## config.mk

```make
export PLATFORM = sky130hd
export DESIGN_NAME = resv_unit
export DESIGN_NICKNAME = d
export VERILOG_FILES = /design/src/rtl/resv_pkg.sv /design/src/rtl/resv_line_match.sv /design/src/rtl/resv_slot.sv /design/src/rtl/resv_issue.sv /design/src/rtl/resv_unit.sv
export SDC_FILE = /design/constraint.sdc
export NUM_CORES = 1
export LEC_CHECK = 0
export BUFFER_PORTS_ARGS = -buffer_cell sky130_fd_sc_hd__buf_2
export CAP_MARGIN = 20
export CORE_AREA = 2 2 128 130
export CTS_BUF_LIST = sky130_fd_sc_hd__clkbuf_16
export DETAILED_ROUTE_END_ITERATION = 10
export DIE_AREA = 0 0 130 132
export GPL_ROUTABILITY_DRIVEN = 0
export PLACE_DENSITY = 0.56
export REMOVE_ABC_BUFFERS = 1
export SLEW_MARGIN = 15
export SYNTH_ARGS = -nofsm -noshare
export SYNTH_HDL_FRONTEND = slang
export SYNTH_HIERARCHICAL = 1
export SYNTH_SLANG_ARGS = --single-unit
```

## constraint.sdc

```tcl
create_clock -name clk -period 1.99 [get_ports clk]
set_input_delay 0.398 -clock clk [delete_from_list [all_inputs] [get_ports clk]]
set_output_delay 0.398 -clock clk [all_outputs]
set_load 0.03 [all_outputs]
```

## src/rtl/resv_pkg.sv

```systemverilog
// Shared request encoding for the reservation unit.
package resv_pkg;
    typedef enum logic [1:0] {
        OP_IDLE = 2'd0,
        OP_RESV = 2'd1,
        OP_COND = 2'd2
    } resv_op_e;
endpackage

```

## src/rtl/resv_line_match.sv

```systemverilog
// Extracts the line number of a byte address and compares it with a
// reference line. Assumes lines of 2**LINE_OFF_W bytes.
module resv_line_match #(
    parameter int ADDR_W     = 32,
    parameter int LINE_OFF_W = 6,
    localparam int TAG_W     = ADDR_W - LINE_OFF_W
) (
    input  logic [ADDR_W-1:0] addr,
    input  logic [TAG_W-1:0]  ref_tag,
    output logic [TAG_W-1:0]  tag,
    output logic              same
);
    logic unused_offset;

    // Split off the line number and compare it.
    always_comb begin
        tag           = addr[ADDR_W-1:LINE_OFF_W];
        same          = (tag == ref_tag);
        unused_offset = ^addr[LINE_OFF_W-1:0];
    end
endmodule

```

## src/rtl/resv_slot.sv

```systemverilog
// Single reservation slot: an armed flag and a line number.
// Assumes arm and disarm may coincide; arming wins.
module resv_slot #(
    parameter int TAG_W = 26
) (
    input  logic             clk,
    input  logic             rst_n,
    input  logic             arm,
    input  logic [TAG_W-1:0] arm_tag,
    input  logic             disarm,
    output logic             armed,
    output logic [TAG_W-1:0] tag
);
    // Hold the flag and line; a new reservation overrides any clear.
    always_ff @(posedge clk) begin
        if (!rst_n) begin
            armed <= 1'b0;
            tag   <= '0;
        end else if (arm) begin
            armed <= 1'b1;
            tag   <= arm_tag;
        end else if (disarm) begin
            armed <= 1'b0;
        end
    end
endmodule

```

## src/rtl/resv_issue.sv

```systemverilog
// Registers the memory access and the conditional store status.
// Assumes decisions arrive fully resolved from the top.
module resv_issue #(
    parameter int ADDR_W = 32,
    parameter int DATA_W = 32
) (
    input  logic              clk,
    input  logic              rst_n,
    input  logic              do_rd,
    input  logic              do_cond,
    input  logic              cond_pass,
    input  logic [ADDR_W-1:0] addr,
    input  logic [DATA_W-1:0] wdata,
    output logic              sc_done,
    output logic              sc_ok,
    output logic              mem_rd,
    output logic              mem_we,
    output logic [ADDR_W-1:0] mem_addr,
    output logic [DATA_W-1:0] mem_wdata
);
    // Control outputs: status and access strobes.
    always_ff @(posedge clk) begin
        if (!rst_n) begin
            sc_done <= 1'b0;
            sc_ok   <= 1'b0;
            mem_rd  <= 1'b0;
            mem_we  <= 1'b0;
        end else begin
            sc_done <= do_cond;
            sc_ok   <= do_cond && cond_pass;
            mem_rd  <= do_rd;
            mem_we  <= do_cond && cond_pass;
        end
    end

    // Address and data path, captured only when an access is issued.
    always_ff @(posedge clk) begin
        if (!rst_n) begin
            mem_addr  <= '0;
            mem_wdata <= '0;
        end else if (do_rd || do_cond) begin
            mem_addr  <= addr;
            mem_wdata <= wdata;
        end
    end
endmodule

```

## src/rtl/resv_unit.sv

```systemverilog
// Reservation unit for reserve/conditional-store atomics on a snooped bus.
// Assumes snp_* carries only other agents' stores, and that a successful
// conditional store leaves on mem_we as a plain bus write.
module resv_unit #(
    parameter int ADDR_W     = 32,
    parameter int DATA_W     = 32,
    parameter int LINE_OFF_W = 6
) (
    input  logic              clk,
    input  logic              rst_n,
    input  logic [1:0]        cpu_op,
    input  logic [ADDR_W-1:0] cpu_addr,
    input  logic [DATA_W-1:0] cpu_wdata,
    input  logic              snp_valid,
    input  logic [ADDR_W-1:0] snp_addr,
    output logic              sc_done,
    output logic              sc_ok,
    output logic              mem_rd,
    output logic              mem_we,
    output logic [ADDR_W-1:0] mem_addr,
    output logic [DATA_W-1:0] mem_wdata
);
    import resv_pkg::*;
    localparam int TAG_W = ADDR_W - LINE_OFF_W;

    resv_op_e         op;
    logic [TAG_W-1:0] resv_tag, cpu_tag, snp_tag;
    logic             resv_valid, cpu_same, snp_same;
    logic             is_resv, is_cond, snoop_kill, cond_pass;

    // Decode the request and resolve the snoop/store race.
    always_comb begin
        op         = resv_op_e'(cpu_op);
        is_resv    = (op == OP_RESV);
        is_cond    = (op == OP_COND);
        snoop_kill = snp_valid && resv_valid && snp_same;
        cond_pass  = is_cond && resv_valid && cpu_same && !snoop_kill;
    end

    resv_line_match #(.ADDR_W(ADDR_W), .LINE_OFF_W(LINE_OFF_W)) u_cpu_match (
        .addr(cpu_addr), .ref_tag(resv_tag), .tag(cpu_tag), .same(cpu_same)
    );

    resv_line_match #(.ADDR_W(ADDR_W), .LINE_OFF_W(LINE_OFF_W)) u_snp_match (
        .addr(snp_addr), .ref_tag(resv_tag), .tag(snp_tag), .same(snp_same)
    );

    resv_slot #(.TAG_W(TAG_W)) u_slot (
        .clk(clk), .rst_n(rst_n),
        .arm(is_resv), .arm_tag(cpu_tag),
        .disarm(is_cond || snoop_kill),
        .armed(resv_valid), .tag(resv_tag)
    );

    resv_issue #(.ADDR_W(ADDR_W), .DATA_W(DATA_W)) u_issue (
        .clk(clk), .rst_n(rst_n),
        .do_rd(is_resv), .do_cond(is_cond), .cond_pass(cond_pass),
        .addr(cpu_addr), .wdata(cpu_wdata),
        .sc_done(sc_done), .sc_ok(sc_ok), .mem_rd(mem_rd), .mem_we(mem_we),
        .mem_addr(mem_addr), .mem_wdata(mem_wdata)
    );

    logic unused_snp_tag;
    assign unused_snp_tag = ^snp_tag;
endmodule

```

==> results.py, run 1 <==
metrics = {
    "status": {
        "outcome": "finished clean",
    },
    "grt": {
        "grt_pass1_vias": 3631,
        "antenna_found_initial": 0,
        "grt.overflow.total": 0,
        "grt_max_degree": 75,
        "grt_pass1_wl_mm": 18.4,
        "track_usage_pct": 13.4,
    },
    "flow_run": {
        "cap_violations": 0,
    },
    "timing": {
        "finalSetupViolCount": 0,
        "holdWs_ns": 0.298,
        "timing.fmax_mhz": 537,
        "drv_slew": 0,
        "final-hold-violation-count": 0,
        "period_share_pct": 93.6,
        "rsz0062_at_grt": "no",
        "clock_skew_ns": 0.00468,
        "max_slew_margin_pct": 67.1,
        "finalWorstSetupSlack_ns": 0.128,
        "fin_crit_ns": 1.86,
        "worst_slew_pin_slew_ns": 0.494,
    },
    "route": {
        "drt_iter0_drc": 154,
        "wirelength_mm": 11.5,
        "vias": 3779,
        "avgViaCountPerCell": 4.59,
        "remaining_drc_errors": 0,
        "first_pass_iters": 4,
        "antenna_left": 0,
        "routedWlPerCell_um": 14.0,
    },
    "placed_design": {
        "dpl_worst_slack_ns": -0.226,
        "dp_hpwl_mm": 7.83,
        "io_buffers": 162,
        "dpl_cell_area_um2": 5230,
    },
    "setup_path": {
        "cpMaxStageDelayCell": "dfxtp_1",
        "crit_type": "register to register",
        "worst_ep_arrival_time_ns": 2.10,
        "slowest_delay_ns": 0.34,
        "ff2ff_setup_slack_ns": 0.13,
        "startpoint_type": "register",
        "path_cells": "xor2_1 -> nor4_1 -> nand3_1 -> nor4_4 -> a31o_1 -> nor2b_1 -> o21a_1",
        "crit_required_ns": 2.23,
        "cp_max_fo": 3,
        "crit_path_end_kind": "register",
    },
    "cts": {
        "path_clk_slew_ns": 0.06,
        "cts_tree": "built",
        "root_buffer": "clkbuf_16",
        "htreeDepth": 3,
        "clock_path_buffers": 2,
        "clk_latency_ns": 0.35,
        "cts_made_buffers": 9,
        "clock_sinks": 94,
    },
    "pwr": {
        "finalPower_mw": 4.68,
        "clockPowerShare_pct": 38.4,
        "powerDensity_nw_per_um2": 839,
        "internal-power_mw": 3.39,
        "leakage_nw": 2.34,
        "seqPwrFrac_pct": 44.2,
        "peakVddDrop_mv": 0.484,
        "switching_share_pct": 27.6,
        "p_sw_mw": 1.29,
        "power_frac_comb_pct": 17.4,
    },
    "floorplanning": {
        "core_um2": 15700,
        "die_x_um": 130,
        "dieArea_um2": 17200,
        "die_h_um": 132,
        "pin_count": 169,
        "floorplan.rows": 46,
        "start_util_pct": 28.5,
    },
    "final_layout": {
        "drive_above_1_share_pct": 32.1,
        "nets": 704,
        "final_common_cell": "buf_2",
        "final_cell_area_um2": 5580,
        "nFillCells": 1626,
        "fin_util_pct": 35.5,
        "area_growth_pct": 24.7,
        "antennaDiodeCount": 0,
        "final_cell_mix": "161 x buf_2, 92 x dfxtp_1, 65 x nand2_1",
    },
    "synthesis": {
        "netlist_area_um2": 4470,
        "synth.avg_cell_area_um2": 9.18,
        "synth_warnings": 6,
        "postSynthCellCount": 487,
    },
    "min_path": {
        "hold_path_class": "input port to register",
    },
}
-- power groups by stage --
stage               Clock, mW  Sequential, mW  Combinational (mW)
floorplan                   0            2.28               0.280
global placement            0            2.10               0.796
detailed placement          0            2.11               0.811
CTS                      1.87            2.07               0.815
global route             1.95            2.08               0.886
finish                   1.80            2.07               0.813
-- per-layer routing --
metal  global-route usage (%)  up-vias  routed length (um)
met1                     17.1     1765                5140
met5                        0        -                   0
met3                     5.64        6                 878
li1                         -     1897                   -
met4                     2.75        0                  96
met2                     21.2      111                5390
-- cell type report --
type	count	area, um^2	area share, %
clock inverter	7	80.1	1.44
multi-input combinational	325	2160	38.7
clock buffer	9	225	4.04
sequential	94	1880	33.8
tap	216	270	4.85
timing repair buffer	173	958	17.2
-- worst max-delay path, delay by kind of cell (launching register included) --
| family | cells | cell delay (ns) |
|---|---|---|
| simple gates | 4 | 0.91 |
| flops | 1 | 0.34 |
| compound gates | 2 | 0.34 |
| xor+xnor | 1 | 0.17 |
-- timing repair --
item                                   CTS  global route
setup endpoints to repair                2             2
hold buffers                             0             0
gates resized for setup                  2             5
endpoints found under the hold margin    0             0
buffers inserted                         0             1
pin swaps                                1             4
-- metrics by stage --
step	TNS (ns)	instances
after floorplan	-141.72	419
after global placement	-0.359	807
after detailed placement	-0.399	807
after CTS	0	823
after global routing	0	824
final	0	824
-- path summary, 6_finish.rpt --
check	startpoint	end	cells past startpoint
max	u_slot/tag[24]$_SDFFE_PN0P_	u_slot/armed$_SDFFE_PN0P_	7
min	cpu_wdata[25]	u_issue/mem_wdata[25]$_SDFFE_PN0P_	3
max reg2reg	u_slot/tag[24]$_SDFFE_PN0P_	u_slot/armed$_SDFFE_PN0P_	7
min reg2reg	u_issue/mem_addr[14]$_SDFFE_PN0P_	u_issue/mem_addr[14]$_SDFFE_PN0P_	2
-- flip-flops by register name, summed over array words and instances (netlist names) --
register,cells
u_issue/mem_wdata,32
u_issue/sc_done,1
u_issue/mem_we,1
u_slot/armed,1
u_issue/mem_rd,1
u_issue/mem_addr,32
u_slot/tag,26
Note: power is estimated with default switching activity, not from simulation.
==> inputs of run 2 (changes only) <==
CTS_BUF_LIST = not set   (was sky130_fd_sc_hd__clkbuf_16)
==> run 2 against run 1 <==
Against the previous run: design area grew 0.54%; non-clock buffer count is the same; sequential share of layout area shrank 0.18 points; flip-flop and latch count is the same; largest cell class unchanged.
==> results.py, run 2 (synthesis results as in run 1) <==
metrics = {
    "cts": {
        "root_buffer": "clkbuf_16",
        "path_clk_slew_ns": 0.07,
        "clk_latency_ns": 0.35,
        "cts_hold_buf": 0,
        "clock_sinks": 94,
        "clock_path_buffers": 2,
        "htreeDepth": 3,
        "cts_made_buffers": 9,
        "cts_tree": "built",
    },
    "setup_path": {
        "rr_endpoint": "u_slot/armed$_SDFFE_PN0P_",
        "crit_required_ns": 2.23,
        "startpoint_type": "register",
        "crit_type": "register to register",
        "cp_max_fo": 3,
        "crit_path_end_kind": "register",
        "r2r-start": "u_slot/tag[23]$_SDFFE_PN0P_",
        "rr_worst_depth": 7,
        "worst_ep_arrival_time_ns": 2.09,
        "cp-startpoint": "u_slot/tag[23]$_SDFFE_PN0P_",
        "ff2ff_setup_slack_ns": 0.14,
    },
    "final_layout": {
        "fin_util_pct": 35.7,
        "final_cell_mix": "161 x buf_2, 92 x dfxtp_1, 65 x nand2_1",
        "final_cell_area_um2": 5610,
        "multi_input_area_um2": 2160,
        "antennaDiodeCount": 0,
        "top_regs": "u_issue/mem_addr (32), u_issue/mem_wdata (32), u_slot/tag (26)",
        "area_growth_pct": 25.3,
        "nFillCells": 1620,
        "drive_above_1_share_pct": 32.6,
        "seqCellArea_um2": 1880,
        "final_common_cell": "buf_2",
        "nets": 704,
        "fin_cells": 824,
    },
    "min_path": {
        "holdPathEnd": "u_issue/mem_wdata[25]$_SDFFE_PN0P_",
        "holdPathStages": 3,
        "min_from": "cpu_wdata[25]",
        "hold_path_class": "input port to register",
    },
    "floorplanning": {
        "die_x_um": 130,
        "pin_count": 169,
        "floorplan.rows": 46,
        "die_h_um": 132,
        "dieArea_um2": 17200,
        "start_util_pct": 28.5,
        "core_um2": 15700,
    },
    "grt": {
        "grt_pass1_vias": 3634,
        "antenna_found_initial": 0,
        "grt_max_degree": 75,
        "track_usage_pct": 13.5,
        "grt.overflow.total": 0,
        "grt_pass1_wl_mm": 18.4,
    },
    "pwr": {
        "internal-power_mw": 3.51,
        "p_sw_mw": 1.30,
        "power_frac_comb_pct": 16.9,
        "finalPower_mw": 4.81,
        "seqPwrFrac_pct": 43.0,
        "clockPowerShare_pct": 40.1,
        "peakVddDrop_mv": 0.486,
        "leakage_nw": 2.35,
        "powerDensity_nw_per_um2": 858,
        "switching_share_pct": 27.0,
    },
    "timing": {
        "fin_crit_ns": 1.85,
        "drv_slew": 0,
        "period_share_pct": 92.8,
        "finalWorstSetupSlack_ns": 0.144,
        "clock_skew_ns": 0.00638,
        "worst_slew_pin_slew_ns": 0.500,
        "rsz0062_at_grt": "no",
        "final-hold-violation-count": 0,
        "holdWs_ns": 0.298,
        "timing.fmax_mhz": 542,
        "fin_tns_setup_ns": 0,
        "max_slew_margin_pct": 66.7,
        "finalSetupViolCount": 0,
    },
    "route": {
        "remaining_drc_errors": 0,
        "antenna_left": 0,
        "drt_iter0_drc": 164,
        "routedWlPerCell_um": 14.0,
        "wirelength_mm": 11.5,
        "avgViaCountPerCell": 4.58,
        "vias": 3770,
        "first_pass_iters": 4,
    },
    "placed_design": {
        "dp.cells": 807,
        "io_buffers": 162,
        "dpl_cell_area_um2": 5230,
        "dpl_worst_slack_ns": -0.226,
        "dp_hpwl_mm": 7.83,
    },
    "flow_run": {
        "cap_violations": 0,
    },
    "status": {
        "outcome": "finished clean",
    },
}
run 2: changes by cell type in the layout (fill, tap and decap cells not counted):
| cell | before | now |
|---|---|---|
| clkbuf_8 | 0 | 3 |
| clkbuf_1 | 0 | 1 |
| inv_1 | 1 | 0 |
| clkinv_1 | 3 | 0 |
run 2: what timing repair did:
action                     in CTS  in global routing
pin swaps                       1                  4
buffers inserted                0                  1
resized for setup               2                  5
setup endpoints to repair       2                  2
run 2: layout make-up:
type                            count  share of cell area, %
Tap cell                          216                   4.82
Clock buffer                       13                   4.82
Sequential cell                    94                   33.6
Timing Repair Buffer              173                   17.1
Multi-Input combinational cell    325                   38.5
Clock inverter                      3                   1.16
run 2: how the worst max path moves through the flow:
| stage | endpoint | slack [ns] | cells after the start |
|---|---|---|---|
| finish | u_slot/armed$_SDFFE_PN0P_ | 0.14 | 7 |
| detailed placement | u_issue/mem_we$_SDFF_PN0_ | -0.23 | 9 |
| CTS | u_issue/mem_we$_SDFF_PN0_ | 0.09 | 7 |
| global route | u_issue/mem_we$_SDFF_PN0_ | 0.009 | 6 |
| global placement | u_issue/mem_we$_SDFF_PN0_ | -0.21 | 9 |
| floorplan | u_issue/mem_addr[29]$_SDFFE_PN0P_ | -1.91 | 3 |
run 2: metal layers:
| layer | global-route usage [%] | wire, um | up-vias |
|---|---|---|---|
| met2 | 21.3 | 5400 | 105 |
| met5 | 0 | 0 | - |
| li1 | - | - | 1896 |
| met4 | 2.75 | 96 | 0 |
| met1 | 17.1 | 5230 | 1763 |
| met3 | 5.64 | 783 | 6 |
run 2: power by group through the flow:
stage	sequential, mW	clock [mW]	combinational [mW]
2_1_floorplan	2.28	0	0.280
3_3_place_gp	2.10	0	0.796
3_5_place_dp	2.11	0	0.811
4_1_cts	2.07	1.99	0.815
5_1_grt	2.08	2.07	0.886
6_report	2.07	1.93	0.813
run 2: critical path, cell delays in order, from the launching register on:
cell	delay [ns]
dfxtp_1	0.34
xor2_1	0.17
nor4_1	0.46
nand3_4	0.14
nor4_4	0.25
a31o_1	0.19
nor2b_1	0.05
o21a_1	0.15
